==> config.mk <==
export PLATFORM = sky130hd
export DESIGN_NAME = regstack_seq
export DESIGN_NICKNAME = d
export VERILOG_FILES = /design/src/rtl/regstack_seq.sv
export SDC_FILE = /design/constraint.sdc
export NUM_CORES = 1
export LEC_CHECK = 0
export ABC_CLOCK_PERIOD_IN_PS = 10900
export BUFFER_PORTS_ARGS = -buffer_cell sky130_fd_sc_hd__buf_2
export CAP_MARGIN = 20
export CORE_ASPECT_RATIO = 0.8
export CORE_UTILIZATION = 50
export DETAILED_ROUTE_END_ITERATION = 10
export GPL_TIMING_DRIVEN = 0
export PLACE_DENSITY = 0.84
export SLEW_MARGIN = 10
export SYNTH_ARGS = -nofsm -noshare
export SYNTH_HDL_FRONTEND = slang
export SYNTH_SLANG_ARGS = --single-unit
==> constraint.sdc <==
create_clock -name clk -period 10.9 [get_ports clk]
set_input_delay 2.18 -clock clk [delete_from_list [all_inputs] [get_ports clk]]
set_output_delay 2.18 -clock clk [all_outputs]
set_load 0.03 [all_outputs]
==> src/rtl/regstack_seq.sv <==
module regstack_seq #(
  parameter int XLEN = 32
) (
  input  logic            clk,
  input  logic            rst_n,
  input  logic            start,
  input  logic [15:0]     instr,
  input  logic [XLEN-1:0] sp_in,
  output logic [4:0]      rf_raddr,
  input  logic [XLEN-1:0] rf_rdata,
  output logic            rf_we,
  output logic [4:0]      rf_waddr,
  output logic [XLEN-1:0] rf_wdata,
  output logic            sp_we,
  output logic [XLEN-1:0] sp_wdata,
  output logic            pc_we,
  output logic [XLEN-1:0] pc_wdata,
  output logic            mem_req,
  output logic            mem_we,
  output logic [XLEN-1:0] mem_addr,
  output logic [XLEN-1:0] mem_wdata,
  input  logic            mem_ack,
  input  logic            mem_err,
  input  logic [XLEN-1:0] mem_rdata,
  output logic            busy,
  output logic            done,
  output logic            fault,
  output logic            illegal
);
  localparam int W  = XLEN / 8;
  localparam int AW = $clog2(W);

  typedef enum logic [1:0] {S_IDLE, S_ADJ, S_REQ, S_END} st_t;

  function automatic logic [XLEN-1:0] stack_adj(input logic [3:0] rl, input logic [1:0] im);
    logic [7:0] b;
    if (XLEN == 32) b = (rl == 4'hf) ? 8'd64 : {2'b00, rl[3:2], 4'b0000};
    else            b = (rl == 4'hf) ? 8'd112 : ({1'b0, rl[3:1], 4'b0000} - 8'd16);
    return XLEN'(b) + XLEN'({im, 4'b0000});
  endfunction

  function automatic logic [4:0] regsel(input logic [3:0] k);
    case (k)
      4'd0:    return 5'd1;
      4'd1:    return 5'd8;
      4'd2:    return 5'd9;
      default: return {1'b0, k} + 5'd15;
    endcase
  endfunction

  st_t st;
  logic is_push, ret, zero, failed, bad;
  logic [3:0] k;
  logic [XLEN-1:0] addr, sp_new, ra_q;

  wire [3:0] rl      = instr[7:4];
  wire [1:0] im      = instr[3:2];
  wire [4:0] opf     = instr[12:8];
  wire       fmt_ok  = (instr[15:13] == 3'b101) && (instr[1:0] == 2'b10);
  wire       op_push = opf == 5'b11000;
  wire       op_pop  = opf == 5'b11010;
  wire       op_rz   = opf == 5'b11100;
  wire       op_r    = opf == 5'b11110;
  wire       valid   = fmt_ok && (op_push || op_pop || op_rz || op_r) && (rl >= 4'd4);
  wire [XLEN-1:0] adj = stack_adj(rl, im);
  wire       misal   = |addr[AW-1:0];
  wire       step_ok = (st == S_REQ) && !misal && mem_ack && !mem_err;

  always_ff @(posedge clk) begin
    if (!rst_n) begin
      st <= S_IDLE; is_push <= 1'b0; ret <= 1'b0; zero <= 1'b0;
      failed <= 1'b0; bad <= 1'b0; k <= '0;
      addr <= '0; sp_new <= '0; ra_q <= '0;
    end else begin
      case (st)
        S_IDLE: if (start) begin
          is_push <= op_push && valid;
          ret     <= (op_r || op_rz) && valid;
          zero    <= op_rz && valid;
          failed  <= 1'b0;
          bad     <= !valid;
          k       <= (rl == 4'hf) ? 4'd12 : rl - 4'd4;
          if (!valid) st <= S_END;
          else if (op_push) begin
            st <= S_REQ; addr <= sp_in - XLEN'(W); sp_new <= sp_in - adj;
          end else begin
            st <= S_ADJ; addr <= sp_in + adj - XLEN'(W); sp_new <= sp_in + adj;
          end
        end
        S_ADJ: st <= S_REQ;
        S_REQ: begin
          if (misal) begin
            failed <= 1'b1; st <= S_END;
          end else if (mem_ack) begin
            if (mem_err) begin
              failed <= 1'b1; st <= S_END;
            end else if (k == 4'd0) begin
              st <= S_END; ra_q <= mem_rdata;
            end else begin
              k <= k - 4'd1; addr <= addr - XLEN'(W);
            end
          end
        end
        default: st <= S_IDLE;
      endcase
    end
  end

  assign busy      = st != S_IDLE;
  assign done      = st == S_END;
  assign fault     = done && failed;
  assign illegal   = done && bad;
  assign rf_raddr  = regsel(k);
  assign mem_req   = (st == S_REQ) && !misal;
  assign mem_we    = is_push;
  assign mem_addr  = addr;
  assign mem_wdata = rf_rdata;
  assign rf_we     = (step_ok && !is_push) || (done && zero && !failed);
  assign rf_waddr  = done ? 5'd10 : regsel(k);
  assign rf_wdata  = done ? '0 : mem_rdata;
  assign sp_we     = (st == S_ADJ) || (done && is_push && !failed);
  assign sp_wdata  = sp_new;
  assign pc_we     = done && ret && !failed;
  assign pc_wdata  = ra_q;
endmodule

# Word-level counts from Yosys, hierarchy flattened
# Cells that the tools add are included.
# totals
out_inout_bits	179
latch_bits	0
rom_bits	0
register_bits	107
ramBits	0
memories	0
wordCells	117
# classes
muxes	33
div_mod_pow	0
n_reduce_logical	41
multipliers	0
add_sub_neg	9
bitwise	2
n_lt_le_gt_ge	1
n_shift	0
n_eq_ne	21
# ops
operator	count
two-way mux 32 bit	9
subtractor 32 x 3 -> 32 bit, second input constant	3
one-hot mux 32 bit (2 select lines)	1
adder 32 x 8 -> 32 bit	1
subtractor 32 x 8 -> 32 bit	1
two-way mux 4 bit	6
equality test 5 bit, second input constant	4
logical AND 1 bit	18
one-hot mux 5 bit (3 select lines)	1
two-way mux 2 bit	7
inequality test 2 bit, second input constant	6
adder 7 x 6 -> 8 bit	1
one-hot mux 4 bit (2 select lines)	1
two-way mux 7 bit	1
AND reduction 7 bit	1
equality test 2 bit, second input constant	3
logical OR 1 bit	6
inequality test 3 bit, second input constant	2
one-hot mux 2 bit (3 select lines)	1
AND reduction 3 bit	2
AND reduction 6 bit	1
adder 4 x 4 -> 5 bit, second input constant	1
zero test 1 bit	5
two-way mux 5 bit	1
other kinds (19)	24

# Logic depth before layout (Yosys ltp)
# Gate-level depths: netlist of the first run.
# depth
word_depth	9
mapped_depth	19
depth_no_buf	16

# Worst setup path after synthesis of the first run
# Ideal clock, no wire load.
# synth_timing
path_type	input -> register
from	input port instr[6]
to	register addr[20], in the netlist mem_addr[20]
arrival_time_ns	6.090
path_slack_ns	4.677
path_stages	18
t_required_ns	10.768
cell_sequence	ha_1 nand3_1 and2_1 ha_1 fa_1 inv_1 fa_1 nand2b_1 a21o_1 clkbuf_1 or3_1 a221oi_2 nand4_1 nor3_1 buf_2 nand4_1 xnor2_1 a21oi_1
# synth_between
elab_chain_len	9
elab_cells_between_ends	13
cone_classes	add/sub (3); order compare (1); eq/ne (2); mux (5); reduce/logical (2)
# synth_rtl
element	line	source
start, declared	7	input logic [15:0] instr,
equality test 4 bit	37	if (XLEN == 32) b = (rl == 4'hf) ? 8'd64 : {2'b00, rl[3:2], 4'b0000};
two-way mux 7 bit	37	
adder 7 x 6 -> 8 bit	39	return XLEN'(b) + XLEN'({im, 4'b0000});
adder 32 x 8 -> 32 bit	87	st <= S_ADJ; addr <= sp_in + adj - XLEN'(W); sp_new <= sp_in + adj;
subtractor 32 x 3 -> 32 bit	87	
two-way mux 32 bit	84	else if (op_push) begin
two-way mux 32 bit	83	if (!valid) st <= S_END;
two-way mux 32 bit	76	S_IDLE: if (start) begin
one-hot mux 32 bit (2 select lines)	75	case (st)
end signal, assigned	100	k <= k - 4'd1; addr <= addr - XLEN'(W);
end, declared	54	logic [XLEN-1:0] addr, sp_new, ra_q;
# Several ways; a longest one is shown, not always the timed one. The select of a mux whose other input is x is not followed.
# A chain may end at the register's enable or synchronous reset.

# Final worst setup path of the first run
# layout_timing
from	input port instr[6]
to	register addr[27], in the netlist mem_addr[27]
# The elaborated chain is that of the path after synthesis.

==> results of run 1 <==
## registers in the layout, summed over array words and instances (netlist names)
name and cells:
zero 1, bad 1, st 2, ret 1
k 4, mem_addr 32, pc_wdata 32, mem_we 1
sp_wdata 32, failed 1
## final cells by class
class	count	area (um2)
fillers	1280	4860
multi-input cells	759	4511
flip-flops and latches	107	2142
repair buffers	253	1266
plain buffers	98	511.7
clock buffers	10	229.0
well taps	180	225.2
inverters	25	93.84
clock inverters	6	45.04
## cells in the final DEF, fill, tap and decap left out, types with 20 or more instances in the layout
cell type / Yosys / routed
nor3_1: 27 / 27
inv_1: 24 / 24
xnor2_1: 32 / 32
nand2b_1: 20 / 20
buf_2: 7 / 260
o21ai_0: 44 / 44
xor2_1: 23 / 23
buf_4: 36 / 36
a21oi_1: 112 / 112
dfxtp_1: 107 / 107
clkbuf_1: 50 / 51
nand3_1: 23 / 23
nand2_1: 171 / 171
nor2b_1: 37 / 37
nor2_1: 56 / 56
ha_1: 22 / 22
## synthesized netlist by cell type, types with 5 or more instances
cell      instances  area share [%]
a31oi_1           7            0.60
nor4_1           16             1.4
nand4_1          16             1.4
and3_1            5            0.43
a211oi_1         13             1.3
nand3_1          23             1.6
xnor2_1          32             3.9
nor2_1           56             2.9
inv_1            24             1.2
o22ai_1           5            0.43
dfxtp_1         107              30
o31ai_1          11             1.1
xor2_1           23             2.8
mux2i_1           8             1.1
or2_2             5            0.43
nand2b_1         20             1.7
clkbuf_1         50             2.6
nor3_1           27             1.9
buf_2             7            0.48
nand2_1         171             8.8
buf_4            36             3.7
or4_1             5            0.52
nor2b_1          37             3.2
buf_1             5            0.26
o21ai_0          44             3.0
a21oi_1         112             7.7
ha_1             22             3.8
a21o_1            6            0.62
and2_1           13             1.1
or3_1            11            0.95
o31a_1           11             1.3
## logic make-up (layout without fill, tap and decap cells)
kind of cell / Yosys count / count (layout) / share of synthesized area, %
xor gates and xnor gates: 55 / 55 / 6.637
adders and majority gates: 25 / 25 / 4.620
buffers and inverters: 123 / 392 / 8.343
muxes: 9 / 9 / 1.258
AOI/OAI and AO/OA: 244 / 244 / 20.58
and+or+nand+nor: 426 / 426 / 29.05
DFF: 107 / 107 / 29.51
## power by group
part	switching (mW)	internal (mW)	leakage (nW)
Combinational	0.808	0.365	2.88
Clock	0.158	0.158	0.138
Sequential	0.0653	0.463	0.868
Total	1.03	0.986	3.89
## worst max-delay path, delay by kind of cell
family | cells | cell delay (ns)
AOI/OAI and AO/OA | 3 | 0.79
xor gates and xnor gates | 1 | 0.19
adders and majority gates | 4 | 1.41
buffers and inverters | 4 | 0.82
and+or+nand+nor | 7 | 1.94
## worst paths after layout
path	startpoint	to	slack [ns]
worst min-delay path	sp_wdata[10]	sp_wdata[10]	0.45
worst max-delay path	instr[6]	mem_addr[27]	3.79
worst min register to register	sp_wdata[10]	sp_wdata[10]	0.45
worst max register to register	st[0]	mem_addr[28]	5.20
## layer usage
metal | vias to the layer above | wire (um)
li1 | 3932 | -
met5 | - | 0
met3 | 28 | 2802
met2 | 419 | 10650
met4 | 0 | 265
met1 | 3808 | 10420
## metrics by stage
stage,hold WS [ns],power (mW),worst slack [ns]
4_1_cts,0.4509,2.003,3.964
3_5_place_dp,0.4405,1.682,3.631
6_report,0.4471,2.017,3.788
2_1_floorplan,0.4273,1.353,4.677
5_1_grt,0.4717,2.134,3.593
3_3_place_gp,0.4355,1.666,3.740
==> impl_results.md, run 1 <==
- Critical path required time: 11.12 ns
- CP peak stage delay: 0.53 ns
- Placed cells: approximately 1400
- Global-route wire length before repair: 36380 um
- Num ports: 296
- All-Layer GR Usage: 31.45%
- Clk_lat worst skew: 0.36 ns
- Starting density of the core: a little over half
- Placed Area: 8750 um2
- Placer Congestion: around 1
- Synth async-reset ratio: 0%
- Detailed Place HPWL: 18900 um
- Die Y: around 110 um
- Distinct cells, synth: a little over 70
- Root Buffer: clkbuf_16
- TritonRoute pass-1 iters: 6
- IO buf count: 253
- Ys flop type: dfxtp_1
- Total CTS buffers: 9
- Final period util: 65.25%
- # hold bufs at CTS: 0
- Most Crowded Layer GR: met2
- Layout Cells excl Fill: around 1400
- Post-synthesis sequential area ratio: 29.51%
- Final ANT Viol Nets: 0
- Worst Setup Path Type: primary input to flop
- Core Util, Final: between 60% and 70%
- Clk_skew: between 0.01 and 0.015 ns
- Post_cts resized: 0
- P_leak: approximately 4 nW
- P per Cell Area: 223.6 nW/um2
- Post-Layout Inst Area: 9024 um2
- GR Util met3: 8.299%
- Crit path max fanout: 10
- Area Overhead vs Synth: 24.32%
- Worst VDD drop: 0.1786 mV
- Hold Crit Class: flop to flop
- Final setup vio count: 0
- Endpoints failing hold: 0
- Crit path launch type: primary input
- Initial antenna violation count: 0
- Overflow left after global routing: 0
- Worst r2r path cells: 16
- Worst hold path depth: 2
- WL final: between 20000 and 25000 um
- Vias per cell: approximately 5.7
- Setup TNS: 0 ns
- Share of cells above drive strength 1: a little over a quarter
- Cells after synthesis: 989
- Met1 Track Usage GR: 43.89%
- DR vias: 8187
- Number of H-tree levels: 3
- Mapped Nets: 1131
- Nets@finish: 1395
- M2 GR Usage: between 40% and 50%
- Die Span X: roughly 140 um
- Synth warn: 0
- DR WL/cell: 16.79 um
- Drt drc: 0
- Worst Path Arrival: 7.33 ns
- Post-CTS setup buffers: 0
- Slowest-stage cell, CP: fa_1
- MaxCap Viol Count: 0
- Sink Count: 107
- Syn Area/Cell: about 7.3 um2
- Synth Register Bits: 107
- Core area: 13880 um2
- CTS tree: done
- Worst-Margin Slew: a little under 0.9 ns
- Drt first-iter violations: 898
- # rows: 38
- Status: completed
- Largest net degree at the start of global routing: 19
- Max-slew violation count: 0
- RSZ-0062 raised after global routing: false
- Clock tree buffer depth: 2
- Upper clock frequency limit: 140.6 MHz
- Crit path time final: 7.112 ns
- Worst-path clk slew: 0.08 ns
- Post-Syn Area: slightly above 7000 um2
- Vias in the first global route: 7135
- Max transition margin: 40.28%
- EDFF count, synth: 0
- Die ar.: 15010 um2
- Diodes inserted: 0
- Crit-path cells: buf_2, ha_1, nand3_1, and2_1, ha_1, fa_1, inv_1, fa_1, nand2b_1, a21o_1, clkbuf_1, or3_1, a221oi_2, nand4_1, nor3_1, buf_2, nand4b_1, xnor2_1, a21oi_1
- Type of element capturing the critical path: flop
No activity file was read; power rests on OpenSTA's default activity.
==> inputs of run 2 (changes only) <==
--- a/config.mk
+++ b/config.mk
@@ -5,14 +5,14 @@
 export SDC_FILE = /design/constraint.sdc
 export NUM_CORES = 1
 export LEC_CHECK = 0
-export ABC_CLOCK_PERIOD_IN_PS = 10900
+export ABC_CLOCK_PERIOD_IN_PS = 6300
 export BUFFER_PORTS_ARGS = -buffer_cell sky130_fd_sc_hd__buf_2
 export CAP_MARGIN = 20
 export CORE_ASPECT_RATIO = 0.8
-export CORE_UTILIZATION = 50
+export CORE_UTILIZATION = 45
 export DETAILED_ROUTE_END_ITERATION = 10
 export GPL_TIMING_DRIVEN = 0
-export PLACE_DENSITY = 0.84
+export PLACE_DENSITY = 0.8
 export SLEW_MARGIN = 10
 export SYNTH_ARGS = -nofsm -noshare
 export SYNTH_HDL_FRONTEND = slang
==> constraint.sdc (replaced) <==
create_clock -name clk -period 6.3 [get_ports clk]
set_input_delay 1.26 -clock clk [delete_from_list [all_inputs] [get_ports clk]]
set_output_delay 1.26 -clock clk [all_outputs]
set_load 0.03 [all_outputs]
==> run 2 against run 1 <==
  * Register-to-register slack lost 4.3 ns
  * Die area grew 11%
  * Critical endpoint unchanged
  * Cell count is 2.4% higher
  * Count of clock-buffer cells in the layout unchanged
  * Combinational power up 74%
  * Clock power grew 93%
  * Core utilization shrank 7.2 points
  * Sequential power is 74% higher
  * Routed wire length up 1.9%
  * First-iteration DRC count is 17% lower
  * Critical path type unchanged
  * Largest cell class unchanged
  * Worst setup slack worse by 3.4 ns
==> impl_results.md, run 2 (synthesized netlist as in run 1, its figures left out) <==
- Nets@finish: around 1400
- Starting density of the core: 46.09%
- Slowest-stage cell, CP: fa_1
- WHS: about 0.45 ns
- Die ar.: 16640 um2
- Global-route wire length before repair: 36840 um
- Final period util: a little over nine tenths
- Status: completed
- Placer Congestion: around 0.97
- Setup TNS: 0 ns
- Layout Cells excl Fill: 1472
- Core area: 15750 um2
- Root Buffer: clkbuf_16
- TritonRoute pass-1 iters: 6
- Worst Setup Path Type: primary input to flop
- DR vias: 8085
- Max transition margin: 45.05%
- Sequential power share: 25.9%
- Hold Crit Class: flop to flop
- Switching Power: 1.794 mW
- Crit path launch type: primary input
- Area Overhead vs Synth: 25.44%
- Int Power: about 1.8 mW
- Worst Path Arrival: 6.16 ns
- Clk_skew: 0.01206 ns
- P_leak: slightly below 4 nW
- All-Layer GR Usage: 28.72%
- Max-slew violation count: 0
- CP peak stage delay: approximately 0.52 ns
- Placed Area: 8793 um2
- Worst-Margin Slew: around 0.82 ns
- DR WL/cell: 16.72 um
- P per Cell Area: 390.1 nW/um2
- Sink Count: between 100 and 150
- Flop2flop setup slack: 0.93 ns
- Final setup vio count: 0
- Num ports: 296
- Clk_lat worst skew: between 0.3 and 0.4 ns
- CTS tree: done
- Crit path time final: roughly 5.9 ns
- Drt drc: 0
- Most frequent cells in the layout: buf_2, nand2_1, a21oi_1
- Clock tree buffer depth: 2
- Number of H-tree levels: 3
- Upper clock frequency limit: 168.4 MHz
- CP endpoint: mem_addr[27]
- Endpoints failing hold: 0
- Comb pwr share: 57.0%
- # hold bufs at CTS: 0
- Clock share of power: ~17%
- Type of element capturing the critical path: flop
- IO buf count: roughly 250
- # rows: 41
- Switching share of total power: 50.52%
- Largest net degree at the start of global routing: 19
- Vias in the first global route: 6952
- Reg2reg start: st[0]
- CP Launch Point: instr[6]
- Post-CTS setup buffers: 0
- Drt first-iter violations: 746
- Worst r2r path cells: 16
- Initial antenna violation count: 1
- WL final: roughly 25000 um
- Detailed Place HPWL: 19410 um
- Worst VDD drop: ~0.21 mV
- MaxCap Viol Count: 0
- Worst R2R End: mem_addr[30]
- Post-Layout Inst Area: 9105 um2
- Worst-path clk slew: 0.07 ns
- Placed cells: 1457
- Vias per cell: 5.493
- Total CTS buffers: 9
- Die Span X: ~140 um
- Share of cells above drive strength 1: 26.33%
- RSZ-0062 raised after global routing: false
- Final ANT Viol Nets: 0
- Commonest non-fill, non-tap cell in the layout: buf_2
- Overflow left after global routing: 0
- Die Y: 115.6 um
- Post_cts resized: 0
- Diodes inserted: 0
- Crit path max fanout: 10
- Crit-path cells: buf_2, ha_1, nand3_1, and2_1, ha_1, fa_1, inv_1, fa_1, nand2b_1, a21o_1, clkbuf_1, or3_1, a221oi_2, nand4_1, nor3_1, buf_2, nand4b_1, xnor2_1, a21oi_1
- Critical path required time: 6.52 ns
-- run 2: how the worst min path moves through the flow --
stage,startpoint,endpoint,slack [ns],depth (start not counted)
6_report,sp_wdata[23],sp_wdata[23],0.45,2
5_1_grt,sp_wdata[18],sp_wdata[18],0.47,2
4_1_cts,sp_wdata[11],sp_wdata[11],0.45,2
3_5_place_dp,sp_wdata[11],sp_wdata[11],0.44,2
3_3_place_gp,sp_wdata[3],sp_wdata[3],0.43,2
2_1_floorplan,ret,ret,0.43,2
-- run 2: routing by layer --
layer / global-route usage [%] / wire length (um)
met1: 40.62 / 10850
met2: 41.06 / 10430
met3: 9.876 / 2857
met4: 7.730 / 463
met5: 0 / 10
-- run 2: final cells by class --
| class | instances | area (um2) |
|---|---|---|
| Clock buffer | 10 | 239.0 |
| Buffer | 98 | 511.7 |
| Fill cell | 1520 | 6644 |
| Multi-Input combinational cell | 759 | 4511 |
| Tap cell | 215 | 269.0 |
| Clock inverter | 5 | 72.57 |
| Timing Repair Buffer | 253 | 1266 |
| Sequential cell | 107 | 2142 |
| Inverter | 25 | 93.84 |
-- run 2: power groups by stage --
| stage | Clock, mW | Combinational, mW | Sequential (mW) |
|---|---|---|---|
| 4_1_cts | 0.611 | 2.00 | 0.914 |
| 3_5_place_dp | 0 | 1.99 | 0.930 |
| 6_report | 0.607 | 2.03 | 0.919 |
| 5_1_grt | 0.640 | 2.18 | 0.930 |
| 3_3_place_gp | 0 | 1.95 | 0.925 |
| 2_1_floorplan | 0 | 1.25 | 1.09 |
-- run 2: critical path, delay by kind of cell --
family	cells	cell delay [ns]
buf+inv	4	0.78
simple gates	7	1.84
compound gates	3	0.71
xor+xnor	1	0.19
fa+ha+maj	4	1.38
-- run 2: per-stage QoR --
stage | worst slack (ns) | power, mW | util, %
after floorplan | 0.9971 | 2.340 | -
after global placement | 0.2297 | 2.875 | 55.84
after detailed placement | 0.1830 | 2.917 | 55.84
after CTS | 0.4909 | 3.523 | 57.81
after global routing | 0.1237 | 3.750 | 57.81
final | 0.3629 | 3.552 | 57.81
